===== src/rtl/spi_ctrl_regs_pkg.sv =====
package spi_ctrl_regs_pkg;
  localparam int FRAME_W = 16;
  localparam int ADDR_W  = 3;
  localparam int DATA_W  = 12;
  localparam int RD_W    = 13;
  localparam int CNT_W   = 5;
  localparam int STAT_W  = 5;
  localparam int CTRL_W  = 6;

  localparam logic [ADDR_W-1:0] ADDR_WDOG  = 3'd0;
  localparam logic [ADDR_W-1:0] ADDR_MODE  = 3'd1;
  localparam logic [ADDR_W-1:0] ADDR_IEN   = 3'd2;
  localparam logic [ADDR_W-1:0] ADDR_ISTAT = 3'd3;

  localparam logic [2:0] PERIOD_RST = 3'b100;
endpackage


===== src/rtl/spi_sync_edge.sv =====
module spi_sync_edge #(
  parameter int   STAGES  = 2,
  parameter logic RST_VAL = 1'b0
) (
  input  logic clk_i,
  input  logic rst_ni,
  input  logic d_i,
  output logic q_o,
  output logic rise_o,
  output logic fall_o
);
  logic [STAGES:0] chain_q;

  always_ff @(posedge clk_i or negedge rst_ni) begin
    if (!rst_ni) chain_q <= {(STAGES+1){RST_VAL}};
    else         chain_q <= {chain_q[STAGES-1:0], d_i};
  end

  assign q_o    = chain_q[STAGES-1];
  assign rise_o = chain_q[STAGES-1] & ~chain_q[STAGES];
  assign fall_o = ~chain_q[STAGES-1] & chain_q[STAGES];
endmodule


===== src/rtl/spi_frame_engine.sv =====
module spi_frame_engine
  import spi_ctrl_regs_pkg::*;
(
  input  logic              clk_i,
  input  logic              rst_ni,
  input  logic              sck_rise_i,
  input  logic              sck_fall_i,
  input  logic              cs_act_i,
  input  logic              cs_end_i,
  input  logic              mosi_i,
  input  logic [RD_W-1:0]   rd_data_i,
  output logic [ADDR_W-1:0] rd_addr_o,
  output logic              miso_o,
  output logic              wr_valid_o,
  output logic [ADDR_W-1:0] wr_addr_o,
  output logic [DATA_W-1:0] wr_data_o
);
  logic [CNT_W-1:0]   cnt_q;
  logic [FRAME_W-1:0] sh_in_q;
  logic [RD_W-1:0]    sh_out_q;
  logic               load_now, shift_now;

  // address is complete at the third rising edge: two bits held plus the live one
  assign rd_addr_o = {sh_in_q[1:0], mosi_i};
  assign load_now  = cs_act_i && sck_rise_i && (cnt_q == CNT_W'(2));
  assign shift_now = cs_act_i && sck_fall_i && (cnt_q >= CNT_W'(4)) && (cnt_q <= CNT_W'(16));

  always_ff @(posedge clk_i or negedge rst_ni) begin
    if (!rst_ni) begin
      cnt_q   <= '0;
      sh_in_q <= '0;
    end else if (!cs_act_i) begin
      cnt_q   <= '0;
    end else if (sck_rise_i) begin
      sh_in_q <= {sh_in_q[FRAME_W-2:0], mosi_i};
      if (cnt_q != '1) cnt_q <= cnt_q + CNT_W'(1);
    end
  end

  always_ff @(posedge clk_i or negedge rst_ni) begin
    if (!rst_ni)        sh_out_q <= '0;
    else if (load_now)  sh_out_q <= rd_data_i;
    else if (shift_now) sh_out_q <= {sh_out_q[RD_W-2:0], 1'b0};
  end

  assign miso_o     = cs_act_i && (cnt_q >= CNT_W'(3)) && sh_out_q[RD_W-1];
  assign wr_valid_o = cs_end_i && (cnt_q == CNT_W'(16)) && !sh_in_q[DATA_W];
  assign wr_addr_o  = sh_in_q[FRAME_W-1 -: ADDR_W];
  assign wr_data_o  = sh_in_q[DATA_W-1:0];
endmodule


===== src/rtl/spi_reg_bank.sv =====
module spi_reg_bank
  import spi_ctrl_regs_pkg::*;
#(
  parameter int NUM_IRQ = 8
) (
  input  logic               clk_i,
  input  logic               rst_ni,
  input  logic               wr_valid_i,
  input  logic [ADDR_W-1:0]  wr_addr_i,
  input  logic [DATA_W-1:0]  wr_data_i,
  input  logic [ADDR_W-1:0]  rd_addr_i,
  input  logic [STAT_W-1:0]  wd_stat_i,
  input  logic [NUM_IRQ-1:0] istat_i,
  output logic [RD_W-1:0]    rd_data_o,
  output logic               wd_mode_o,
  output logic [2:0]         period_o,
  output logic [1:0]         mode_o,
  output logic [CTRL_W-1:0]  ctrl_o,
  output logic [NUM_IRQ-1:0] ien_o
);
  logic wr_wdog, wr_mode, wr_ien;

  assign wr_wdog = wr_valid_i && (wr_addr_i == ADDR_WDOG);
  assign wr_mode = wr_valid_i && (wr_addr_i == ADDR_MODE);
  assign wr_ien  = wr_valid_i && (wr_addr_i == ADDR_IEN);

  always_ff @(posedge clk_i or negedge rst_ni) begin
    if (!rst_ni) begin
      wd_mode_o <= 1'b0;
      period_o  <= PERIOD_RST;
    end else if (wr_wdog) begin
      wd_mode_o <= wr_data_i[11];
      period_o  <= wr_data_i[10:8];
    end
  end

  always_ff @(posedge clk_i or negedge rst_ni) begin
    if (!rst_ni) begin
      mode_o <= '0;
      ctrl_o <= '0;
    end else if (wr_mode) begin
      mode_o <= wr_data_i[11:10];
      ctrl_o <= wr_data_i[9:4];
    end
  end

  always_ff @(posedge clk_i or negedge rst_ni) begin
    if (!rst_ni)     ien_o <= '0;
    else if (wr_ien) ien_o <= wr_data_i[NUM_IRQ-1:0];
  end

  always_comb begin
    rd_data_o = '0;
    case (rd_addr_i)
      ADDR_WDOG:  rd_data_o = {1'b0, wd_mode_o, period_o, wd_stat_i, 3'b000};
      ADDR_MODE:  rd_data_o = {1'b0, mode_o, ctrl_o, 4'b0000};
      ADDR_IEN:   rd_data_o[NUM_IRQ-1:0] = ien_o;
      ADDR_ISTAT: rd_data_o[NUM_IRQ-1:0] = istat_i;
      default:    rd_data_o = '0;
    endcase
  end
endmodule


===== src/rtl/spi_irq_unit.sv =====
module spi_irq_unit #(
  parameter int NUM_IRQ = 8
) (
  input  logic               clk_i,
  input  logic               rst_ni,
  input  logic [NUM_IRQ-1:0] event_i,
  input  logic [NUM_IRQ-1:0] clr_i,
  input  logic [NUM_IRQ-1:0] ien_i,
  output logic [NUM_IRQ-1:0] istat_o,
  output logic               irq_no
);
  // set wins over clear in the same cycle
  always_ff @(posedge clk_i or negedge rst_ni) begin
    if (!rst_ni) istat_o <= '0;
    else         istat_o <= (istat_o & ~clr_i) | event_i;
  end

  assign irq_no = ~|(istat_o & ien_i);
endmodule


===== src/rtl/spi_ctrl_regs.sv =====
module spi_ctrl_regs
  import spi_ctrl_regs_pkg::*;
#(
  parameter int NUM_IRQ     = 8,
  parameter int SYNC_STAGES = 2
) (
  input  logic               clk_i,
  input  logic               rst_ni,
  input  logic               sck_i,
  input  logic               csn_i,
  input  logic               mosi_i,
  output logic               miso_o,
  input  logic [4:0]         wd_stat_i,
  input  logic [NUM_IRQ-1:0] irq_event_i,
  output logic [2:0]         period_o,
  output logic               wd_mode_o,
  output logic [1:0]         mode_o,
  output logic [5:0]         ctrl_o,
  output logic               irq_no
);
  logic sck_s, sck_rise, sck_fall;
  logic csn_s, cs_end, cs_start;
  logic mosi_s, mosi_r_unused, mosi_f_unused;
  logic               wr_valid;
  logic [ADDR_W-1:0]  wr_addr, rd_addr;
  logic [DATA_W-1:0]  wr_data;
  logic [RD_W-1:0]    rd_data;
  logic [NUM_IRQ-1:0] istat, ien, clr_mask;

  spi_sync_edge #(.STAGES(SYNC_STAGES), .RST_VAL(1'b0)) i_sync_sck (
    .clk_i, .rst_ni, .d_i(sck_i), .q_o(sck_s), .rise_o(sck_rise), .fall_o(sck_fall));
  spi_sync_edge #(.STAGES(SYNC_STAGES), .RST_VAL(1'b1)) i_sync_csn (
    .clk_i, .rst_ni, .d_i(csn_i), .q_o(csn_s), .rise_o(cs_end), .fall_o(cs_start));
  spi_sync_edge #(.STAGES(SYNC_STAGES), .RST_VAL(1'b0)) i_sync_mosi (
    .clk_i, .rst_ni, .d_i(mosi_i), .q_o(mosi_s), .rise_o(mosi_r_unused), .fall_o(mosi_f_unused));

  spi_frame_engine i_frame (
    .clk_i, .rst_ni,
    .sck_rise_i (sck_rise),
    .sck_fall_i (sck_fall),
    .cs_act_i   (!csn_s),
    .cs_end_i   (cs_end),
    .mosi_i     (mosi_s),
    .rd_data_i  (rd_data),
    .rd_addr_o  (rd_addr),
    .miso_o     (miso_o),
    .wr_valid_o (wr_valid),
    .wr_addr_o  (wr_addr),
    .wr_data_o  (wr_data)
  );

  spi_reg_bank #(.NUM_IRQ(NUM_IRQ)) i_bank (
    .clk_i, .rst_ni,
    .wr_valid_i (wr_valid),
    .wr_addr_i  (wr_addr),
    .wr_data_i  (wr_data),
    .rd_addr_i  (rd_addr),
    .wd_stat_i  (wd_stat_i),
    .istat_i    (istat),
    .rd_data_o  (rd_data),
    .wd_mode_o  (wd_mode_o),
    .period_o   (period_o),
    .mode_o     (mode_o),
    .ctrl_o     (ctrl_o),
    .ien_o      (ien)
  );

  assign clr_mask = (wr_valid && wr_addr == ADDR_ISTAT) ? wr_data[NUM_IRQ-1:0] : '0;

  spi_irq_unit #(.NUM_IRQ(NUM_IRQ)) i_irq (
    .clk_i, .rst_ni,
    .event_i (irq_event_i),
    .clr_i   (clr_mask),
    .ien_i   (ien),
    .istat_o (istat),
    .irq_no  (irq_no)
  );

  logic unused_sync;
  assign unused_sync = ^{sck_s, cs_start, mosi_r_unused, mosi_f_unused};
endmodule


===== config.mk =====
export PLATFORM = sky130hd
export DESIGN_NAME = spi_ctrl_regs
export DESIGN_NICKNAME = d
export VERILOG_FILES = /design/src/rtl/spi_ctrl_regs_pkg.sv /design/src/rtl/spi_sync_edge.sv /design/src/rtl/spi_frame_engine.sv /design/src/rtl/spi_reg_bank.sv /design/src/rtl/spi_irq_unit.sv /design/src/rtl/spi_ctrl_regs.sv
export SDC_FILE = /design/constraint.sdc
export NUM_CORES = 1
export LEC_CHECK = 0
export CAP_MARGIN = 20
export CORE_ASPECT_RATIO = 0.7
export CORE_MARGIN = 4
export CORE_UTILIZATION = 40
export CTS_CLUSTER_DIAMETER = 120
export CTS_CLUSTER_SIZE = 10
export DETAILED_ROUTE_END_ITERATION = 6
export PLACE_DENSITY_LB_ADDON = 0.05
export SLEW_MARGIN = 20
export SYNTH_ARGS = -nofsm -noshare
export SYNTH_HDL_FRONTEND = slang
export SYNTH_SLANG_ARGS = --single-unit

===== constraint.sdc =====
create_clock -name clk_i -period 2.4 [get_ports clk_i]
set_clock_uncertainty 0.15 [all_clocks]
set_input_delay 0.48 -clock clk_i [delete_from_list [all_inputs] [get_ports clk_i]]
set_output_delay 0.48 -clock clk_i [all_outputs]
set_load 0.005 [all_outputs]

==> results.md <==
* CTS tree: built
* IO buf count at 31
* Clk Latency, worst-skew pair at 330 ps
* Fmax at 0.436 GHz
* Post-DP HPWL at 4580 µm
* Area contributors post-synth: dfrtp_1 52%, mux2_2 7.8%, mux2_4 7.6%
* CP endpoint: i_bank.ien_o[2]
* Antenna violations before repair at 0
* Share of cells above drive strength 1 at 0.302
* Most frequent cells in the layout: 65 x dfrtp_1, 30 x clkdlybuf4s50_1, 22 x mux2_2, 16 x nand2_1, 16 x mux2_4
* Reg area at 1760 µm²
* Final setup vio count at 0
* HP Start: i_sync_sck.chain_q[0]
* Max VDD drop at 0.407 mV
* Startpoint types: flip-flop
* Area share of the largest cell type after synthesis at 0.521
* Final hold slack at 197 ps
* Vias per cell at 5.05
* Chip Height at 82.5 µm
* MaxCap Viol Count at 0
* Ports at 32
* Fill count at 665
* Async set-reset flop share out of synthesis at 1.00
* Die width at 114 µm
* Period utilisation layout at 0.956
* Max clock buf depth at 2
* Final WL at 6460 µm
* Area grow syn2layout at 25.4%
* Worst setup startpoint: i_frame.cnt_q[0]
* Ys Warns at 0
* Post-route DRC at 0
* Vias in the first global route at 2,020
* Clock Sink Count at 70
* DIE AREA at 9440 µm²
* Post-synth top area cell: dfrtp_1
* Worst reg-to-reg setup slack at 110 ps
* Crit-path cells: buf_4, inv_1, ha_1, nand4bb_4, or4_1, buf_4, mux2_4
* Pre-CTS setup slack at 187 ps
* Mapped Area at 3170 µm²
* Cell mode on critical path: buf_4
* Synth cell types at 40
* Total Negative Setup Slacks at 0 ps
* Initial Util at 0.422
* Core Footprint at 7510 µm²
* Largest net degree at the start of global routing at 34
* Static Leak at 1.68 nW
* Antenna diodes at 0
* RSZ-0062 raised after global routing: false
* Post-synthesis sequential area ratio at 0.554
* Slowest CP cell: or4_1
* CP bufs+invs at 3
* Initial drt markers at 93
* Slew Limit Fails at 0
* Status: finished, final reports clean
* CTS root buf: clkbuf_16
* Number of synthesized flops with an enable pin at 0
* Final setup margin at 106 ps
* Hold Crit Class: reg2reg
* Total track usage at 0.159
* RR Startpoint: i_frame.cnt_q[0]
* CP max stage delay at 510 ps
* Antenna Nets Post-Route at 0
* CP max FO at 8
* Pwr Density at 736 nW/µm²
* Post-synthesis cell count at 232
* CP Class: reg2reg
* Hold violation total from the final report at 0
* RR Endpoint: i_bank.ien_o[2]
* Via count at 1,915
* TritonCTS Buffers at 9
* R2R depth at 7
* Row cnt at 26
* Clock transition at path regs at 60 ps
* Synthesized flop and latch total at 70
* Commonest non-fill, non-tap cell in the layout: dfrtp_1
* Global-route wire length before repair at 11,000 µm
* Top Family by Delay on Critical Path: simple AND/OR/NAND/NOR gates
* Nature of the critical path endpoint: flip-flop
* NumNets Final at 298
* Routed wire per std cell at 17.0 µm
* Net Count, Synth at 254
* Crit path time final at 2290 ps
* Gr ovfl total at 0
* Slew margin rel. at 0.633
* Top_reg_cell synth: dfrtp_1
* Synthesized area per cell at 13.7 µm²
* Htree depth at 3
* WP data arrival at 2350 ps
* Router iterations before antenna repair at 4
* Area of the multi-input gates at 1350 µm²
* Worst-margin pin slew at 550 ps
* Required time worst endpoint at 2460 ps
* GPL Wtd Cong at 0.739
* Cell depth of the worst setup path at 7
==> worst min path at each step <==
| stage | end | depth (start not counted) | slack, ps |
|---|---|---|---|
| finish | i_sync_sck.chain_q[1] | 0 | 200 |
| global placement | i_sync_sck.chain_q[1] | 0 | 180 |
| floorplan | i_bank.ctrl_o[0] | 0 | 30 |
| global route | i_sync_sck.chain_q[1] | 0 | 200 |
| CTS | i_sync_sck.chain_q[1] | 0 | 200 |
| detailed placement | i_sync_sck.chain_q[1] | 0 | 190 |
==> report_power, final <==
group / switching, W / internal, W
logic: 0.0000872 / 0.000139
registers: 0.000113 / 0.00128
clock network: 0.000502 / 0.000811
total: 0.000702 / 0.00223
==> stage by stage <==
stage                     total power [W]  std cells   util  area, µm²
after floorplan                   0.00152        232      -       3170
after global placement            0.00164        361  0.485       3650
after detailed placement          0.00164        361  0.485       3650
after CTS                         0.00298        379  0.528       3970
after global routing              0.00307        379  0.529       3980
final                             0.00293        379  0.529       3980
==> kinds of logic (layout without fill, tap and decap cells) <==
family,count (synthesis),after routing,synth area share
buffers and inverters,17,66,0.0252
adder cells (fa/ha/maj),4,4,0.0158
AO/OA/AOI/OAI,32,32,0.0726
XOR/XNOR,3,3,0.00829
flip-flops,70,70,0.554
AND/OR/NAND/NOR,49,49,0.0947
multiplexers,57,57,0.230
==> layout make-up <==
class | count | share of cell area
Sequential cell | 70 | 0.442
Multi-Input combinational cell | 145 | 0.340
Timing Repair Buffer | 45 | 0.107
Clock buffer | 10 | 0.0576
Tap cell | 98 | 0.0308
Clock inverter | 6 | 0.0179
Inverter | 5 | 0.00472
==> per-layer routing <==
layer,GRT usage,share of wire
met4,0.0569,0.013
met3,0.0510,0.035
met1,0.237,0.53
met5,0,0
met2,0.215,0.42
==> cells in the mapped netlist, types with 3 or more instances <==
master	count
nand3b_1	4
a22oi_1	5
mux4_2	4
clkbuf_1	5
buf_4	4
ha_1	4
nand2_1	16
nor2_1	9
nand3_1	3
mux2_4	16
mux2i_1	15
inv_1	5
dfstp_2	4
mux2_2	22
dfrtp_1	66
a21o_1	8
o21ai_0	10
==> registers in the layout, summed over array words and instances, names as in the netlist <==
signal	flops
i_sync_sck.chain_q	3
i_bank.wd_mode_o	1
i_irq.istat_o	8
i_sync_csn.chain_q	3
i_frame.cnt_q	5
i_bank.ctrl_o	6
i_frame.sh_out_q	13
i_bank.mode_o	2
i_sync_mosi.chain_q	2
i_bank.ien_o	8
i_bank.period_o	3
i_frame.sh_in_q	16
==> repair_timing <==
action,in CTS,in global routing
buffers inserted,1,0
hold buffers,1,0
setup endpoints to repair,1,2
endpoints found under the hold margin,5,0
pin swaps,0,2
gates resized for setup,1,3
No activity file was read; power rests on OpenSTA's default activity.
